--- src/rtl/ost_pkg.sv ---
package ost_pkg;

    // Strobe produced by the counter core toward the output flop
    typedef enum logic [1:0] {
        STB_NONE = 2'd0,
        STB_SET  = 2'd1,
        STB_CLR  = 2'd2
    } stb_e;

endpackage

--- src/rtl/ost_trig_sync.sv ---
module ost_trig_sync #(
    parameter int STAGES = 2
) (
    input  logic clk,
    input  logic rst,
    input  logic trig_i,
    output logic fall_o
);
    // chain[0..STAGES-1] synchronize; chain[STAGES] holds the previous value
    localparam int LAST = STAGES;

    logic [LAST:0] chain_d, chain_q;

    assign chain_d[0] = trig_i;

    generate
        for (genvar i = 1; i <= LAST; i++) begin : g_stage
            assign chain_d[i] = chain_q[i-1];
        end
    endgenerate

    always_ff @(posedge clk) begin
        if (rst) chain_q <= '1;
        else     chain_q <= chain_d;
    end

    assign fall_o = chain_q[LAST] & ~chain_q[LAST-1];
endmodule

--- src/rtl/ost_count_core.sv ---
module ost_count_core
    import ost_pkg::*;
#(
    parameter int CNT_W = 16
) (
    input  logic             clk,
    input  logic             rst,
    input  logic             fall_i,
    input  logic             tick_i,
    input  logic             oneshot_i,
    input  logic [CNT_W-1:0] cmp_i,
    output logic [CNT_W-1:0] cnt_o,
    output logic             en_o,
    output stb_e             stb_o
);
    typedef struct packed {
        logic [CNT_W-1:0] cnt;
        logic             en;
        stb_e             stb;
    } core_t;

    localparam core_t CORE_RST = '{cnt: '0, en: 1'b0, stb: STB_NONE};

    core_t core_d, core_q;
    logic  at_cmp;

    assign at_cmp = (core_q.cnt == cmp_i);

    always_comb begin
        core_d     = core_q;
        core_d.stb = STB_NONE;
        if (!core_q.en) begin
            if (fall_i) core_d.en = 1'b1;
        end else if (tick_i) begin
            if (at_cmp) begin
                core_d.cnt = '0;
                core_d.stb = STB_CLR;
                if (oneshot_i) core_d.en = 1'b0;
            end else begin
                core_d.cnt = core_q.cnt + 1'b1;
                if (core_q.cnt == '0) core_d.stb = STB_SET;
            end
        end
    end

    always_ff @(posedge clk) begin
        if (rst) core_q <= CORE_RST;
        else     core_q <= core_d;
    end

    assign cnt_o = core_q.cnt;
    assign en_o  = core_q.en;
    assign stb_o = core_q.stb;
endmodule

--- src/rtl/ost_sr_out.sv ---
module ost_sr_out
    import ost_pkg::*;
(
    input  logic clk,
    input  logic rst,
    input  stb_e stb_i,
    output logic pulse_o
);
    logic pulse_d, pulse_q;

    always_comb begin
        pulse_d = pulse_q;
        unique case (stb_i)
            STB_SET: pulse_d = 1'b1;
            STB_CLR: pulse_d = 1'b0;
            default: pulse_d = pulse_q;
        endcase
    end

    always_ff @(posedge clk) begin
        if (rst) pulse_q <= 1'b0;
        else     pulse_q <= pulse_d;
    end

    assign pulse_o = pulse_q;
endmodule

--- src/rtl/one_shot_timer.sv ---
module one_shot_timer
    import ost_pkg::*;
#(
    parameter int CNT_W       = 16,
    parameter int SYNC_STAGES = 2
) (
    input  logic             clk,
    input  logic             rst,
    input  logic             trig_i,
    input  logic             oneshot_i,
    input  logic [CNT_W-1:0] cmp_i,
    input  logic             tick_i,
    output logic             pulse_o
);
    logic             trig_fall;
    logic [CNT_W-1:0] cnt_w;
    logic             en_w;
    stb_e             stb_w;
    logic             set_stb;
    logic             clr_stb;

    ost_trig_sync #(.STAGES(SYNC_STAGES)) u_sync (
        .clk    (clk),
        .rst    (rst),
        .trig_i (trig_i),
        .fall_o (trig_fall)
    );

    ost_count_core #(.CNT_W(CNT_W)) u_core (
        .clk       (clk),
        .rst       (rst),
        .fall_i    (trig_fall),
        .tick_i    (tick_i),
        .oneshot_i (oneshot_i),
        .cmp_i     (cmp_i),
        .cnt_o     (cnt_w),
        .en_o      (en_w),
        .stb_o     (stb_w)
    );

    ost_sr_out u_out (
        .clk     (clk),
        .rst     (rst),
        .stb_i   (stb_w),
        .pulse_o (pulse_o)
    );

    assign set_stb = (stb_w == STB_SET);
    assign clr_stb = (stb_w == STB_CLR);
endmodule

--- config.mk ---
export PLATFORM = sky130hd
export DESIGN_NAME = one_shot_timer
export DESIGN_NICKNAME = d
export VERILOG_FILES = /design/src/rtl/ost_pkg.sv /design/src/rtl/ost_trig_sync.sv /design/src/rtl/ost_count_core.sv /design/src/rtl/ost_sr_out.sv /design/src/rtl/one_shot_timer.sv
export SDC_FILE = /design/constraint.sdc
export NUM_CORES = 1
export LEC_CHECK = 0
export CORE_ASPECT_RATIO = 0.8
export CORE_MARGIN = 3
export CORE_UTILIZATION = 25
export CTS_CLUSTER_DIAMETER = 30
export CTS_CLUSTER_SIZE = 16
export DETAILED_ROUTE_END_ITERATION = 10
export MAX_ROUTING_LAYER = met4
export PLACE_DENSITY = 0.43
export SYNTH_ARGS = -nofsm -noshare
export SYNTH_HDL_FRONTEND = slang
export SYNTH_SLANG_ARGS = --single-unit
--- constraint.sdc ---
create_clock -name clk -period 2 [get_ports clk]
set_input_delay 0.2 -clock clk [delete_from_list [all_inputs] [get_ports clk]]
set_output_delay 0.2 -clock clk [all_outputs]
set_load 0.02 [all_outputs]
# Word level (Yosys, flattened, before mapping)

Cells that the tools add are included.

Add/sub/neg operators: 1
Equal/unequal tests: 3
Bitwise logic cells: 4
Reduce and logical (&&, ||, !) cells: 5
Multiplexer cells: 9

Operator list:

| kind                                                 | count |
|---|---|
| adder 16 x 1 -> 16 bit (second input constant)       | 1 |
| equality test 16 bit                                 | 1 |
| logical NOT 16 bit                                   | 1 |
| 2-to-1 mux 16 bit                                    | 1 |
| 2-to-1 mux 1 bit                                     | 5 |
| OR reduction 4 bit                                   | 1 |
| 2-to-1 mux 3 bit                                     | 1 |
| inverter 1 bit                                       | 3 |
| OR reduction 3 bit                                   | 1 |
| equality test 2 x 1 -> 1 bit (second input constant) | 1 |
| equality test 2 bit (second input constant)          | 1 |
| 2-to-1 mux 2 bit                                     | 1 |
| case mux 1 bit (2 select lines)                      | 1 |
| AND reduction 2 bit                                  | 1 |
| nonzero test 2 bit                                   | 1 |
| AND 1 bit                                            | 1 |

Output and inout port bits: 1
Register bits after elaboration: 23
Word-level logic and storage cells: 28

# Depth between registers and ports, before layout

Depth after elaboration: 5
Mapped depth: 7
Depth with buffers taken out: 6

# Modules after synthesis

A second synthesis with hierarchy kept.

Cells, all modules: 135
Area total of the unflattened synthesis: 1183.6 sq um

Modules (own cells, without submodules):

| module         | times used | cells an instance | sequential area each (sq um) | area an instance (sq um) |
|---|---|---|---|---|
| ost_count_core | 1          | 122               | 380.4                        | 1043.5 |
| ost_trig_sync  | 1          | 7                 | 60.1                         | 85.1 |
| ost_sr_out     | 1          | 6                 | 20.0                         | 55.1 |

# Worst setup path after synthesis

OpenSTA, ideal clock, no wires.

Path kind: register to register
From: register u_core.core_q, in the netlist u_core.cnt_o[3]
To: register u_core.core_q, in the netlist u_core.cnt_o[3]
Path buffers: 2
Arrival time: 1.478 ns
Stages on the path, launching flop included: 8
Path slack: 0.407 ns
Cell sequence: dfxtp_1 buf_6 xor2_1 nor4_1 nand4_2 o21ai_2 buf_6 nor2_1

Word-level cells in the longest chain between the ends: 2
Elaborated cells between the ends (all ways): 3
Classes of those cells: 1 x add/sub; 1 x eq/ne; 1 x mux

Ends and longest elaborated chain:

| element                                                        | line                                       | RTL |
|---|---|---|
| from (decl)                                                    | ost_count_core.sv:24                       | `core_t core_d, core_q;` |
| from (signal assigned)                                         | ost_count_core.sv:48                       | `else core_q <= core_d;` |
| adder 16 x 1 -> 16 bit or equality test 16 bit (tied branches) | ost_count_core.sv:40, ost_count_core.sv:27 |  |
| 2-to-1 mux 16 bit *                                            | ost_count_core.sv:35                       | `if (at_cmp) begin` |

Every way passes the cells marked *; elsewhere a longest branch is shown, timed or not.
A chain may end at the register's enable or synchronous reset.

# Final worst setup path

From: register u_core.core_q, in the netlist u_core.cnt_o[10]
To: register u_core.core_q, in the netlist u_core.cnt_o[4]

Word-level cells in the longest chain between the ends: 2

Ends and longest elaborated chain:

| element              | line                 | RTL |
|---|---|---|
| equality test 16 bit | ost_count_core.sv:27 | `assign at_cmp = (core_q.cnt == cmp_i);` |
| 2-to-1 mux 16 bit    | ost_count_core.sv:35 |  |

No other way between the ends.

==> out/metrics.csv <==
metric,value,unit
outcome,"complete, no violations",
synth-edff-count,0,
critPathKind,reg2reg,
leakage,0.000613,µW
ir_drop,0.214,mV
slew_viol_final,0,
dr_wl_met2,1370,µm
crit_path_end_kind,flop,
finClkSkew,0.00629,ns
wl_met1,1320,µm
netlist_instances,141,
yosys.area_share.xor_xnor,21.0,%
start_util,27.4,%
cap_viol_max_count,0,
syn_nets,165,
dr.pass1.iters,4,
routed_wl,2860,µm
yosysWarnings,0,
num-fill-cells,459,
final.min_clock_period,1.78,ns
hold_violations,0,
grt_pass1_wl,4840,µm
nets,193,
clockBufferDepth,2,
drtIter0Drc,60,
clock_sinks,23,
endpoint,u_core.cnt_o[4],
hpwl,2340,µm
cp_max_fo,6,
die-area,5720,µm²
async_flop_share,0,%
vias,1041,
yosysTopAreaCell,dfxtp_1,
synthAdderAreaFrac,3.10,%
synth_ff_type,dfxtp_1,
reg2reg_slack,0.22,ns
gp_congestion,0.824,
worstReg2RegEnd,u_core.cnt_o[4],
max_freq,0.563,GHz
ys_ff_latch,23,
grt_pass1_vias,1006,
muxShareOfSynthArea,0,%
cts_resized,0,
layout_commonest_cell,xor2_1,
hold_path.class,reg2reg,
r2r_cells,6,
num_io_pins,22,
finalSetupViolCount,0,
drive_gt1_share,10.7,%
synth_area_leaders,"dfxtp_1 38%, xor2_1 18%, nor2_1 6.5%",
hold_buffers,0,
arrival,1.93,ns
power_density,547,nW/µm²
antenna_found_initial,0,
cts_buffers,3,
yosys.area_share.simple,27.3,%
area_growth,26.8,%
cts_tree,yes,
root_buffer,clkbuf_8,
die_y,68.2,µm
core,4410,µm²
timing.setup.tns,0,ns
num_antenna_cells,0,
register_area,460,µm²
gr-usage-all-layers,11.2,%
synth_compound_area_share,3.41,%
grt_max_degree,14,
grt_remaining_overflow,0,
rows,21,
post-route-util,34.8,%
worst_pin_slew,0.485,ns
worstReg2RegStart,u_core.cnt_o[10],
final_cell_mix,"25 x xor2_1, 23 x dfxtp_1, 21 x nor2_1, 21 x clkdlybuf4s50_1, 13 x nand2_1",
top_layer,met4,
synth_cell_types,23,
cts_htree_levels,1,
relSlewSlack,67.4,%
required,2.16,ns
drc,0,
cp-startpoint,u_core.cnt_o[10],
rsz0062_at_grt,false,
drt-vias-per-instance,4.63,
fin_crit_sh,88.8,%
synth.top_cell.area_share,38.1,%
clk_latency,0.27,ns
ant_nets,0,
synth_top_family_by_area,simple AND/OR/NAND/NOR gates,
die_w,83.8,µm
cp-start-kind,flop,
cts_setup_buffers,0,
synth.avg_cell_area,8.58,µm²
route.met3.wl,134,µm
port_buffers,21,
netlist_area,1210,µm²
clkSlewWorstSetupHoldPaths,0.08,ns
multi_input_area,663,µm²
wire_per_inst,12.7,µm
ys_seq_area_share,38.1,%
-- Yosys cell counts, drive strengths merged (2+ instances only) --
cell / number
nand4: 7
nand3: 5
buf: 4
xor2: 25
nor3: 4
nor4: 10
xnor2: 4
or2: 3
clkbuf: 2
nor2: 21
o21ai: 2
inv: 6
a21oi: 4
nand2: 13
dfxtp: 23
ha: 3
and3: 3
-- state kept, by name (all words and copies together) (netlist names) --
| name | flops |
|---|---|
| u_core.en_o | 1 |
| u_sync.chain_q | 3 |
| u_core.cnt_o | 16 |
| u_out.pulse_o | 1 |
| u_core.stb_o | 2 |
-- through the flow --
| stage | hold slack (ns) | instance area, µm² | cells | worst slack (ns) | total power, µW |
|---|---|---|---|---|---|
| after floorplan | 0.293 | 1210 | 141 | 0.407 | 509 |
| after global placement | 0.392 | 1490 | 221 | 0.000674 | 561 |
| after detailed placement | 0.403 | 1490 | 221 | 0.00927 | 563 |
| after CTS | 0.423 | 1530 | 225 | 0.230 | 851 |
| after global routing | 0.434 | 1530 | 225 | 0.118 | 878 |
| final | 0.416 | 1530 | 225 | 0.224 | 839 |
-- routing by layer --
metal  track usage (%)  vias up
met3              3.13        2
met1              13.6      487
met5                 -        -
met2              18.8       26
met4              2.41        0
li1                  -      526
-- worst min path at each step --
| stage | from | endpoint | slack [ns] | cells past startpoint |
|---|---|---|---|---|
| after floorplan | oneshot_i | u_core.en_o | 0.29 | 1 |
| after global placement | u_sync.chain_q[0] | u_sync.chain_q[1] | 0.39 | 1 |
| after detailed placement | u_sync.chain_q[0] | u_sync.chain_q[1] | 0.40 | 1 |
| after CTS | u_sync.chain_q[0] | u_sync.chain_q[1] | 0.42 | 1 |
| after global routing | u_sync.chain_q[0] | u_sync.chain_q[1] | 0.43 | 1 |
| final | u_sync.chain_q[0] | u_sync.chain_q[1] | 0.42 | 1 |
-- report_power, final --
part | switching [µW] | internal (µW) | leakage [µW]
sequential | 3.54 | 463 | 0.000186
combinational | 31.9 | 53.0 | 0.000401
clock | 149 | 139 | 0.0000255
-- logic make-up (layout without fill, tap and decap cells) --
family | Yosys count | after routing
flops | 23 | 23
compound gates | 7 | 7
buf+inv | 12 | 39
fa+ha+maj | 3 | 3
xor+xnor | 29 | 29
simple gates | 67 | 67
-- layout make-up --
| class | instances | area share (%) |
|---|---|---|
| inverter | 6 | 1.47 |
| clock buffer | 3 | 2.69 |
| clock inverter | 1 | 0.326 |
| timing repair buffer | 29 | 17.6 |
| tap | 57 | 4.65 |
| multi-input combinational | 106 | 43.2 |
| sequential | 23 | 30.0 |
-- critical path: stages, from the launching register on --
cell and delay [ns]:
dfxtp_1 0.38, xor2_1 0.18, nor4_1 0.48, nand4_2 0.22, o21ai_2 0.20, buf_4 0.17
nor2_1 0.05
No activity file was read; power rests on OpenSTA's default activity.
